[src/rtl/burst_seq_pkg.sv]
package burst_seq_pkg;

  localparam int LO_W = 2;
  localparam int BEATS = 1 << LO_W;

  typedef logic [LO_W-1:0] lo_t;

  typedef enum logic {
    ORD_LINEAR = 1'b0,
    ORD_XOR    = 1'b1
  } order_e;

  // Wrapping linear position: start plus beat, modulo the group size.
  function automatic lo_t linear_pos(input lo_t start, input lo_t beat);
    return lo_t'(start + beat);
  endfunction

  // Interleaved position: start with beat bits toggled.
  function automatic lo_t xor_pos(input lo_t start, input lo_t beat);
    return start ^ beat;
  endfunction

endpackage

[src/rtl/burst_beat_ctr.sv]
module burst_beat_ctr
  import burst_seq_pkg::*;
(
  input  logic clk,
  input  logic rst_n,
  input  logic do_load,
  input  logic do_step,
  output lo_t  beat
);

  always_ff @(posedge clk or negedge rst_n) begin
    if (!rst_n) begin
      beat <= '0;
    end else if (do_load) begin
      beat <= '0;
    end else if (do_step) begin
      beat <= lo_t'(beat + 1'b1);
    end
  end

  assert_step_R3: assert property (@(posedge clk) disable iff (!rst_n)
    do_step && !do_load |=> beat == lo_t'($past(beat) + 1'b1));

  assert_wrap_R6: assert property (@(posedge clk) disable iff (!rst_n)
    do_step && !do_load && beat == lo_t'(BEATS - 1) |=> beat == '0);

  assert_load_zero_R2: assert property (@(posedge clk) disable iff (!rst_n)
    do_load |=> beat == '0);

endmodule

[src/rtl/burst_order.sv]
module burst_order
  import burst_seq_pkg::*;
(
  input  lo_t    start,
  input  lo_t    beat,
  input  order_e order,
  output lo_t    pos
);

  lo_t lin_pos;
  lo_t ilv_pos;

  always_comb begin
    lin_pos = linear_pos(start, beat);
    ilv_pos = xor_pos(start, beat);
    pos     = (order == ORD_XOR) ? ilv_pos : lin_pos;
  end

  // At beat 0 both orders give the start position back.
  always_comb begin
    if (beat == '0) begin
      assert_beat0_start_R2: assert (pos == start);
    end
  end

endmodule

[src/rtl/burst_addr_seq.sv]
module burst_addr_seq
  import burst_seq_pkg::*;
#(
  parameter int ADDR_W = 19,
  localparam int UP_W = ADDR_W - LO_W
) (
  input  logic              clk,
  input  logic              rst_n,
  input  logic              stall,
  input  logic              advance,
  input  logic              order_sel,
  input  logic [LO_W-1:0]   start_lo,
  input  logic [UP_W-1:0]   upper_addr,
  output logic [ADDR_W-1:0] addr_o
);

  // Named events, used by the logic and by the assertions.
  logic do_load;
  logic do_step;
  assign do_load = !stall && !advance;
  assign do_step = !stall && advance;

  lo_t             start_q;
  logic [UP_W-1:0] upper_q;
  order_e          order_q;
  lo_t             beat;
  lo_t             pos;

  always_ff @(posedge clk or negedge rst_n) begin
    if (!rst_n) begin
      start_q <= '0;
      upper_q <= '0;
      order_q <= ORD_LINEAR;
    end else if (do_load) begin
      start_q <= start_lo;
      upper_q <= upper_addr;
      order_q <= order_e'(order_sel);
    end
  end

  burst_beat_ctr u_ctr (
    .clk     (clk),
    .rst_n   (rst_n),
    .do_load (do_load),
    .do_step (do_step),
    .beat    (beat)
  );

  burst_order u_ord (
    .start (start_q),
    .beat  (beat),
    .order (order_q),
    .pos   (pos)
  );

  assign addr_o = {upper_q, pos};

  assert_load_addr_R2: assert property (@(posedge clk) disable iff (!rst_n)
    do_load |=> addr_o == {$past(upper_addr), $past(start_lo)});

  assert_upper_hold_R3: assert property (@(posedge clk) disable iff (!rst_n)
    do_step |=> addr_o[ADDR_W-1:LO_W] == $past(addr_o[ADDR_W-1:LO_W]));

  assert_linear_step_R4: assert property (@(posedge clk) disable iff (!rst_n)
    do_step && order_q == ORD_LINEAR |=> pos == lo_t'($past(pos) + 1'b1));

  assert_xor_step_R5: assert property (@(posedge clk) disable iff (!rst_n)
    do_step && order_q == ORD_XOR |=> (pos ^ $past(pos)) == (beat ^ $past(beat)));

  assert_stall_hold_R7: assert property (@(posedge clk) disable iff (!rst_n)
    stall |=> $stable(addr_o));

  assert_order_kept_R8: assert property (@(posedge clk) disable iff (!rst_n)
    !do_load |=> $stable(order_q));

  always_comb begin
    if (!rst_n) begin
      assert_reset_zero_R1: assert (addr_o == '0);
    end
  end

endmodule

[config.mk]
export PLATFORM = sky130hd
export DESIGN_NAME = burst_addr_seq
export DESIGN_NICKNAME = d
export VERILOG_FILES = /design/src/rtl/burst_seq_pkg.sv /design/src/rtl/burst_beat_ctr.sv /design/src/rtl/burst_order.sv /design/src/rtl/burst_addr_seq.sv
export SDC_FILE = /design/constraint.sdc
export NUM_CORES = 1
export LEC_CHECK = 0
export CAP_MARGIN = 10
export CORE_MARGIN = 2
export CORE_UTILIZATION = 37
export CTS_BUF_LIST = sky130_fd_sc_hd__clkbuf_4
export CTS_CLUSTER_SIZE = 30
export DETAILED_ROUTE_END_ITERATION = 16
export PLACE_DENSITY = 0.75
export SYNTH_ARGS = -nofsm -noshare
export SYNTH_HDL_FRONTEND = slang
export SYNTH_SLANG_ARGS = --single-unit
[constraint.sdc]
create_clock -name clk -period 0.85 [get_ports clk]
set_input_delay 0.085 -clock clk [delete_from_list [all_inputs] [get_ports clk]]
set_output_delay 0.085 -clock clk [all_outputs]
set_load 0.005 [all_outputs]
==> results.md, run 1 <==
* DR iter-0 viols at 6
* Count of cell types in the netlist at 13
* Total power at 3010 uW
* Num Clock Sinks at 22
* Clock Tree Buf Depth at 2
* Number of nets in the layout at 143
* Ant diodes at 0
* Clk_lat worst skew at 0.31 ns
* Net Count, Synth at 81
* Reg-to-Reg Start: u_ctr.beat[1]
* GPL Wtd Cong at 0.609
* Relative slew slack at 85.4%
* Status: finished, violations left
* Largest net degree at the start of global routing at 23
* Crit path required time at 0.76 ns
* Starting Density at 38.9%
* Worst R2R End: u_ctr.beat[1]
* CTS tree: built
* Setup slack, reg-to-reg at -0.08 ns
* Synth warnings at 0
* Power per cell area at 1850 nW/um^2
* TritonCTS buffer count at 3
* Root buffer cell: clkbuf_4
* Post-Synthesis Cells at 56
* Setup TNS at -2.29 ns
* Drc violations at 0
* # setup viols final at 27
* Die area at 3000 um^2
* Initial DRT Pass Iterations at 2
* Routed WL at 1980 um
* Fmax at 747 MHz
* Fin crit period at 1.34 ns
* Worst ir drop on vdd at 1.42 mV
* Worst Path Arrival at 1.25 ns
* Layout cells sized above 1 at 57.3%
* Wire per inst at 13.5 um
* Hold Violations, Final at 0
* I/O Pins at 43
* CP Launch Type: register
* Vias in the first global route at 674
* Sequential share of the synthesized area at 57.7%
* Hpwl dp at 1290 um
* Worst slew pin tran at 0.218 ns
* Initial antenna violation count at 0
* Post-route setup slack at -0.488 ns
* Max FO, Critical Path at 2
* Slew Viols, Final at 0
* Core area at 2450 um^2
* Reg clk slew, reported paths at 0.12 ns
* Worst hold path type: in2async
* Die span in y at 54.8 um
* Vias per inst at 4.48
* Leakage power at 0.000769 uW
* Detail Route Antenna Nets at 0
* Violated checks: negative setup slack
* Worst setup EP type: primary output
* Register bit total from synthesis at 22
* Setup CP Type: reg2out
* Tcrit/Tclk final at 157%
* H-tree levels at 1
* Total Routing Usage GR at 14.8%
* Cell depth of the worst flop-to-flop path at 2
* # fillers at 188
* RSZ-0062 raised after global routing: true
* Row count at 18
* Mapped Avg Cell Area at 17.0 um^2
* Max cap viols at 0
* First-pass GRT wire length at 3030 um
* GRT overflow at 0
* Port Buf Inserts at 42
* Via count at 658
* Die X-Extent at 54.8 um
* Worst Clk Skew at 0.00868 ns
* Syn Std Cell Area at 955 um^2
* P&R area growth vs syn at 70.8%
[cell usage after synthesis]
| cell type | count | area [um^2] |
|---|---|---|
| o311ai_0 | 1 | 8.76 |
| buf_6 | 2 | 22.5 |
| ha_1 | 1 | 12.5 |
| nor2_2 | 1 | 6.26 |
| xnor2_1 | 2 | 17.5 |
| nor2b_1 | 1 | 6.26 |
| nand2_1 | 2 | 7.51 |
| dfrtp_1 | 22 | 551 |
| mux2_4 | 20 | 300 |
| nand3b_1 | 1 | 7.51 |
| inv_1 | 1 | 3.75 |
| o21ai_0 | 1 | 5.00 |
| nand2b_1 | 1 | 6.26 |
[state kept, by name, summed over array words and instances, names as in the netlist]
signal and count:
u_ctr.beat 2, start_q 2, upper_q 17, order_q 1
[critical path, stage by stage (launching register included)]
cell     delay (ns)
dfrtp_1        0.40
ha_2           0.18
nor2b_4        0.12
xnor2_2        0.12
buf_2          0.13
[cells in the final DEF (no fill, tap or decap), drive strengths merged]
| cell type | n |
|---|---|
| mux2 | 20 |
| ha | 1 |
| o311ai | 1 |
| clkbuf | 3 |
| clkdlybuf4s50 | 21 |
| clkdlybuf4s15 | 3 |
| nor2b | 1 |
| nand3b | 1 |
| dfrtp | 22 |
| o21ai | 1 |
| nand2b | 1 |
| xnor2 | 2 |
| buf | 35 |
| bufinv | 1 |
| nand2 | 2 |
| inv | 1 |
| nor2 | 1 |
[area by class of cell]
cell class	instances	area, um^2	share of cell area, %
tap	30	37.5	2.30
multi-input combinational	31	425	26.1
clock buffer	3	22.5	1.38
inverter	1	3.75	0.230
timing repair buffer	59	561	34.4
sequential	22	551	33.8
clock inverter	1	30.0	1.84
[how the worst max path moves through the flow]
stage,start,end,slack [ns],cells after the start
global route,start_q[0],addr_o[1],-0.56,4
finish,start_q[0],addr_o[1],-0.49,4
global placement,u_ctr.beat[0],addr_o[1],-0.54,4
floorplan,u_ctr.beat[0],addr_o[1],-0.07,3
detailed placement,u_ctr.beat[0],addr_o[1],-0.56,4
CTS,start_q[0],addr_o[1],-0.50,4
[routing by layer]
metal	GRT usage (%)	vias up	part of all wire, %
met3	3.01	2	7.8
met1	18.8	308	43
met5	0	-	0
met4	5.00	0	0.76
met2	24.8	30	48
li1	-	318	-
[what timing repair did]
item / 4_1_cts / 5_1_grt
setup endpoints to repair: 40 / 30
gates resized for setup: 89 / 4
pin swaps: 3 / 2
hold buffers: 0 / 0
buffers inserted: 6 / 1
cloned: 2 / 0
[kinds of logic (layout without fill, tap and decap cells)]
logic type	count (synthesis)	after routing	share of synthesized area [%]
mux	20	20	31.5
fa+ha+maj	1	1	1.31
flops	22	22	57.7
xor+xnor	2	2	1.84
simple gates	6	6	3.54
compound gates	2	2	1.44
buf+inv	3	64	2.75
[power by group]
group          switching (uW)  internal (uW)
logic                     281            648
clock network             305            477
registers                 100           1200
[metrics by stage]
| stage | hold WS (ns) | cells | setup WS (ns) | area, um^2 | utilization, % |
|---|---|---|---|---|---|
| 2_1_floorplan | -0.211 | 56 | -0.0667 | 972 | - |
| 3_3_place_gp | 0.446 | 135 | -0.543 | 1500 | 61.1 |
| 3_5_place_dp | 0.446 | 135 | -0.561 | 1500 | 61.1 |
| 4_1_cts | 0.0977 | 146 | -0.504 | 1600 | 65.0 |
| 5_1_grt | 0.0898 | 147 | -0.557 | 1630 | 66.4 |
| 6_report | 0.0988 | 147 | -0.488 | 1630 | 66.4 |
(Power assumes the default switching activity.)
==> run 2: changes to the inputs <==
--- a/config.mk
+++ b/config.mk
@@ -9,9 +9,10 @@
 export CORE_MARGIN = 2
 export CORE_UTILIZATION = 37
 export CTS_BUF_LIST = sky130_fd_sc_hd__clkbuf_4
+export CTS_CLUSTER_DIAMETER = 150
 export CTS_CLUSTER_SIZE = 30
 export DETAILED_ROUTE_END_ITERATION = 16
-export PLACE_DENSITY = 0.75
+export PLACE_DENSITY = 0.87
 export SYNTH_ARGS = -nofsm -noshare
 export SYNTH_HDL_FRONTEND = slang
 export SYNTH_SLANG_ARGS = --single-unit
==> run 2 against run 1 <==
The flow still finishes with violations (negative setup slack). Die area unchanged. Critical path type unchanged. Sequential share of layout area up 0.42 points. Largest power group unchanged. Power decreased by 0.22%. Flip-flop and latch count stayed put. First-iteration DRC count fell by 50%. Hold slack better by 0.030 ns. Combinational power is 2.6% lower. Fmax down 1.9%. Highest routed layer is now met3. Largest cell class is now registers. Register-to-register slack is essentially flat. Global-route usage grew 0.12 points.
==> results.md, run 2 (synthesis gave the netlist of run 1 again) <==
* Worst ir drop on vdd at 1.72 mV
* Detail Route Antenna Nets at 0
* Worst slew pin tran at 0.232 ns
* H-tree levels at 1
* Die area at 3000 um^2
* RSZ-0062 raised after global routing: true
* Register with the most flip-flops: upper_q
* Initial DRT Pass Iterations at 2
* Total Routing Usage GR at 14.9%
* Largest regs: upper_q: 17 flops, start_q: 2 flops, u_ctr.beat: 2 flops
* Setup CP Type: reg2out
* Fmax at 733 MHz
* I/O Pins at 43
* CP max stage delay at 0.44 ns
* Worst setup EP type: primary output
* Worst hold path type: in2async
* Critical path, cell by cell: ha_4, nor2b_4, xnor2_2, buf_2
* CTS tree: built
* Relative slew slack at 84.3%
* First-pass GRT wire length at 3110 um
* Number of nets in the layout at 144
* Switching share of power at 22.7%
* Max FO, Critical Path at 2
* Hpwl dp at 1360 um
* GPL Wtd Cong at 0.633
* Tcrit/Tclk final at 161%
* Num Clock Sinks at 22
* CP max stage cell: dfrtp_1
* Setup TNS at -2.39 ns
* Via count at 655
* Max cap viols at 0
* Layout cells sized above 1 at 56.8%
* Vias in the first global route at 673
* TritonCTS buffer count at 3
* Routed WL at 1990 um
* Internal Power at 2320 uW
* Combinational share of power at 30.1%
* Worst slack at placement at -0.576 ns
* Vias per inst at 4.43
* Initial antenna violation count at 0
* Commonest cells after routing, fill and taps aside: dfrtp_1 (22), clkdlybuf4s50_1 (21), mux2_4 (20), buf_2 (18), buf_4 (8)
* Drc violations at 0
* GRT overflow at 0
* Final Util at 65.6%
* NetSw at 684 uW
* Root buffer cell: clkbuf_4
* P&R area growth vs syn at 68.7%
* Port Buf Inserts at 42
* Wire per inst at 13.5 um
* Power per cell area at 1870 nW/um^2
* Core area at 2450 um^2
* Leakage power at 0.000762 uW
* Max FFs per register at 17
* Row count at 18
* Hold Violations, Final at 0
* Slew Viols, Final at 0
* Crit path required time at 0.76 ns
* Die X-Extent at 54.8 um
* Post-route setup slack at -0.514 ns
* Starting Density at 38.9%
* Worst Clk Skew at 0.00000619 ns
* Largest net degree at the start of global routing at 23
* Seq pwr share at 43.9%
* Clock Power Share at 26.0%
* Die span in y at 54.8 um
* Ant diodes at 0
* Worst hold slack at 0.129 ns
* Crit path max-delay family: flip-flops
* Violated checks: negative setup slack
* Fin crit period at 1.36 ns
* Status: finished, violations left
* Most common cell after layout, fill and taps aside: dfrtp_1
* Worst Path Arrival at 1.28 ns
* Clock Tree Buf Depth at 2
* Reg clk slew, reported paths at 0.12 ns
* CP bufs+invs at 1
* DR iter-0 viols at 3
* # setup viols final at 30
* Clk_lat worst skew at 0.29 ns
* CP Launch Type: register
run 2: final timing paths:
kind	to	slack (ns)	from	cells past startpoint
max in group asynchronous	upper_q[1]	0.58	rst_n	2
max	addr_o[1]	-0.51	u_ctr.beat[0]	4
min reg2reg	upper_q[5]	0.52	upper_q[5]	1
min	upper_q[11]	0.13	rst_n	2
min in group clk	u_ctr.beat[0]	0.25	stall	4
max reg2reg	start_q[0]	-0.07	start_q[0]	2
run 2: layout make-up:
| cell class | count | area [um^2] |
|---|---|---|
| Timing Repair Buffer | 60 | 548 |
| Inverter | 1 | 3.75 |
| Clock buffer | 3 | 22.5 |
| Tap cell | 30 | 37.5 |
| Clock inverter | 1 | 30.0 |
| Sequential cell | 22 | 551 |
| Fill cell | 191 | 845 |
| Multi-Input combinational cell | 31 | 418 |
run 2: what timing repair did:
item	4_1_cts	5_1_grt
hold endpoints to repair	0	0
gates cloned	1	0
setup endpoints to repair	40	32
hold buffers	0	0
gates resized for setup	88	6
pin swaps	4	1
buffers inserted	7	5
run 2: power groups by stage:
stage / combinational [uW] / sequential, uW / clock, uW
2_1_floorplan: 349 / 1330 / 0
3_3_place_gp: 888 / 1310 / 0
3_5_place_dp: 904 / 1320 / 0
4_1_cts: 864 / 1310 / 811
5_1_grt: 983 / 1340 / 866
6_report: 905 / 1320 / 782
run 2: metal layers:
layer | wire length [um] | GRT usage (%)
met5 | 0 | 0
met2 | 969 | 23.0
met3 | 166 | 2.46
met1 | 856 | 21.6
met4 | 0 | 3.75
run 2: per-stage QoR:
stage          cells  power [uW]  area (um^2)
3_5_place_dp     135        2230         1500
5_1_grt          148        3190         1610
6_report         148        3010         1610
2_1_floorplan     56        1670          972
3_3_place_gp     135        2200         1500
4_1_cts          145        2980         1560
==> run 3: changes to the inputs <==
--- a/config.mk
+++ b/config.mk
@@ -10,9 +10,9 @@
 export CORE_UTILIZATION = 37
 export CTS_BUF_LIST = sky130_fd_sc_hd__clkbuf_4
 export CTS_CLUSTER_DIAMETER = 150
-export CTS_CLUSTER_SIZE = 30
 export DETAILED_ROUTE_END_ITERATION = 16
-export PLACE_DENSITY = 0.87
+export PLACE_DENSITY = 0.84
+export REMOVE_ABC_BUFFERS = 1
 export SYNTH_ARGS = -nofsm -noshare
 export SYNTH_HDL_FRONTEND = slang
 export SYNTH_SLANG_ARGS = --single-unit
==> constraint.sdc (replaced) <==
create_clock -name clk -period 1.27 [get_ports clk]
set_input_delay 0.127 -clock clk [delete_from_list [all_inputs] [get_ports clk]]
set_output_delay 0.127 -clock clk [all_outputs]
set_load 0.005 [all_outputs]
==> run 3 against run 2 <==
Largest cell class unchanged. Global-route usage decreased by 1.3 points. Via count up 1.2%. Clock power is 60% lower. Clock skew barely moved. The flow still finishes with violations (negative setup slack). Core utilization is 2.8 points lower. Highest routed layer unchanged. Hold slack improved by 0.030 ns. Sequential power fell by 35%. First-iteration DRC count decreased by 67%. Power fell by 42%. Clock-buffer cell count is the same. Sequential share of layout area up 1.5 points. Setup slack better by 0.39 ns.
==> results.md, run 3 (synthesis gave the netlist of run 1 again) <==
* Status: finished, violations left
* Violated checks: negative setup slack
* Die span in y at 54.8 um
* RSZ-0062 raised after global routing: true
* TritonCTS buffer count at 3
* Slew Viols, Final at 0
* # fillers at 211
* Core area at 2450 um^2
* Register with the most flip-flops: upper_q
* Commonest cells after routing, fill and taps aside: clkdlybuf4s50_1 (23), dfrtp_1 (22), mux2_4 (20), dlygate4sd2_1 (17), buf_4 (15)
* Clk_lat worst skew at 0.30 ns
* Vias per inst at 4.54
* DR iter-0 viols at 1
* Drc violations at 0
* Max cap viols at 0
* Initial antenna violation count at 0
* Hold Buf Count CTS at 0
* CP Launch Type: register
* Worst slack at placement at -0.182 ns
* Die X-Extent at 54.8 um
* Setup CP Type: reg2out
* Fin crit period at 1.39 ns
* NetSw at 425 uW
* Relative slew slack at 82.5%
* Clock Tree Buf Depth at 2
* Switching share of power at 24.3%
* Cell Count, Final, Fillers Out at 146
* Largest net degree at the start of global routing at 23
* Grt peak-use layer: met2
* Num Clock Sinks at 22
* Post-route setup slack at -0.120 ns
* Clock Power Share at 17.9%
* Largest regs: upper_q: 17 flops, start_q: 2 flops, u_ctr.beat: 2 flops
* H-tree levels at 1
* I/O Pins at 43
* Worst ir drop on vdd at 0.621 mV
* CTS tree: built
* Dpl cells at 133
* Worst slew pin tran at 0.261 ns
* Setup TNS at -0.189 ns
* Number of nets in the layout at 142
* Tcrit/Tclk final at 109%
* Worst Path Arrival at 1.26 ns
* Starting Density at 38.9%
* Met2 usage at 24.2%
* Reg clk slew, reported paths at 0.12 ns
* Vias in the first global route at 698
* Via count at 663
* Most common cell after layout, fill and taps aside: clkdlybuf4s50_1
* Worst hold path type: in2async
* Port Buf Inserts at 42
* # setup viols final at 2
* Fmax at 720 MHz
* Worst setup EP type: primary output
* Met1 Use GR at 17.0%
* Total Routing Usage GR at 13.6%
* GPL Wtd Cong at 0.612
* Worst hold slack at 0.159 ns
* Leakage power at 0.000731 uW
* Layout cells sized above 1 at 38.8%
* Ant diodes at 0
* Root buffer cell: clkbuf_4
* Die area at 3000 um^2
* Max FFs per register at 17
* Hold Violations, Final at 0
* Row count at 18
* Max FO, Critical Path at 2
* Hpwl dp at 1350 um
* GR Layer Usage met3 at 2.73%
* Seq pwr share at 49.3%
* Wire per inst at 12.9 um
* Crit path required time at 1.14 ns
* P&R area growth vs syn at 61.5%
* Detail Route Antenna Nets at 0
* Worst Clk Skew at 0.0000676 ns
* Internal Power at 1320 uW
* DP Area at 1460 um^2
* Routed WL at 1880 um
* Combinational share of power at 32.8%
* First-pass GRT wire length at 2930 um
* Initial DRT Pass Iterations at 3
* GRT overflow at 0
* Power per cell area at 1140 nW/um^2
* Design Area, Final at 1540 um^2
run 3: final timing paths:
| path | startpoint | endpoint | cells after the start | slack, ns |
|---|---|---|---|---|
| worst max register to register | u_ctr.beat[0] | u_ctr.beat[1] | 5 | 0.18 |
| worst min-delay path | rst_n | order_q | 2 | 0.16 |
| worst min register to register | upper_q[3] | upper_q[3] | 1 | 0.51 |
| max in group asynchronous | rst_n | upper_q[4] | 2 | 0.89 |
| min in group clk | upper_addr[15] | upper_q[15] | 2 | 0.43 |
| worst max-delay path | u_ctr.beat[0] | addr_o[1] | 4 | -0.12 |
run 3: timing repair:
action / in CTS / in global routing
pin swaps: 2 / 1
endpoints found under the setup margin: 19 / 2
gates cloned: 0 / 0
gates resized for setup: 27 / 2
setup buffers: 8 / 1
run 3: metal layers:
metal | part of all wire [%] | vias up
met5 | 0 | -
li1 | - | 310
met1 | 42 | 327
met2 | 50 | 26
met4 | 0 | 0
met3 | 7.7 | 0
run 3: power groups by stage:
| stage | combinational [uW] | sequential [uW] | clock, uW |
|---|---|---|---|
| 6_report | 574 | 862 | 313 |
| 5_1_grt | 621 | 877 | 347 |
| 4_1_cts | 560 | 863 | 323 |
| 3_5_place_dp | 570 | 878 | 0 |
| 3_3_place_gp | 562 | 875 | 0 |
| 2_1_floorplan | 211 | 884 | 0 |
run 3: final cells by class:
class                           count  area, um^2  share of cell area (%)
Timing Repair Buffer               58         528                    34.3
Clock buffer                        3        22.5                    1.46
Clock inverter                      1        3.75                   0.244
Inverter                            1        3.75                   0.244
Sequential cell                    22         551                    35.7
Tap cell                           30        37.5                    2.44
Multi-Input combinational cell     31         395                    25.6
run 3: stage by stage:
step | total power, uW | util [%]
CTS | 1750 | 62.2
global placement | 1440 | 59.3
detailed placement | 1450 | 59.3
floorplan | 1090 | -
global route | 1850 | 62.8
finish | 1750 | 62.8
run 3: worst max-delay path, cell delays in order (launching register included):
cell and delay (ns):
dfrtp_1 0.41, ha_2 0.18, nor2b_4 0.13, xnor2_2 0.12
buf_2 0.13
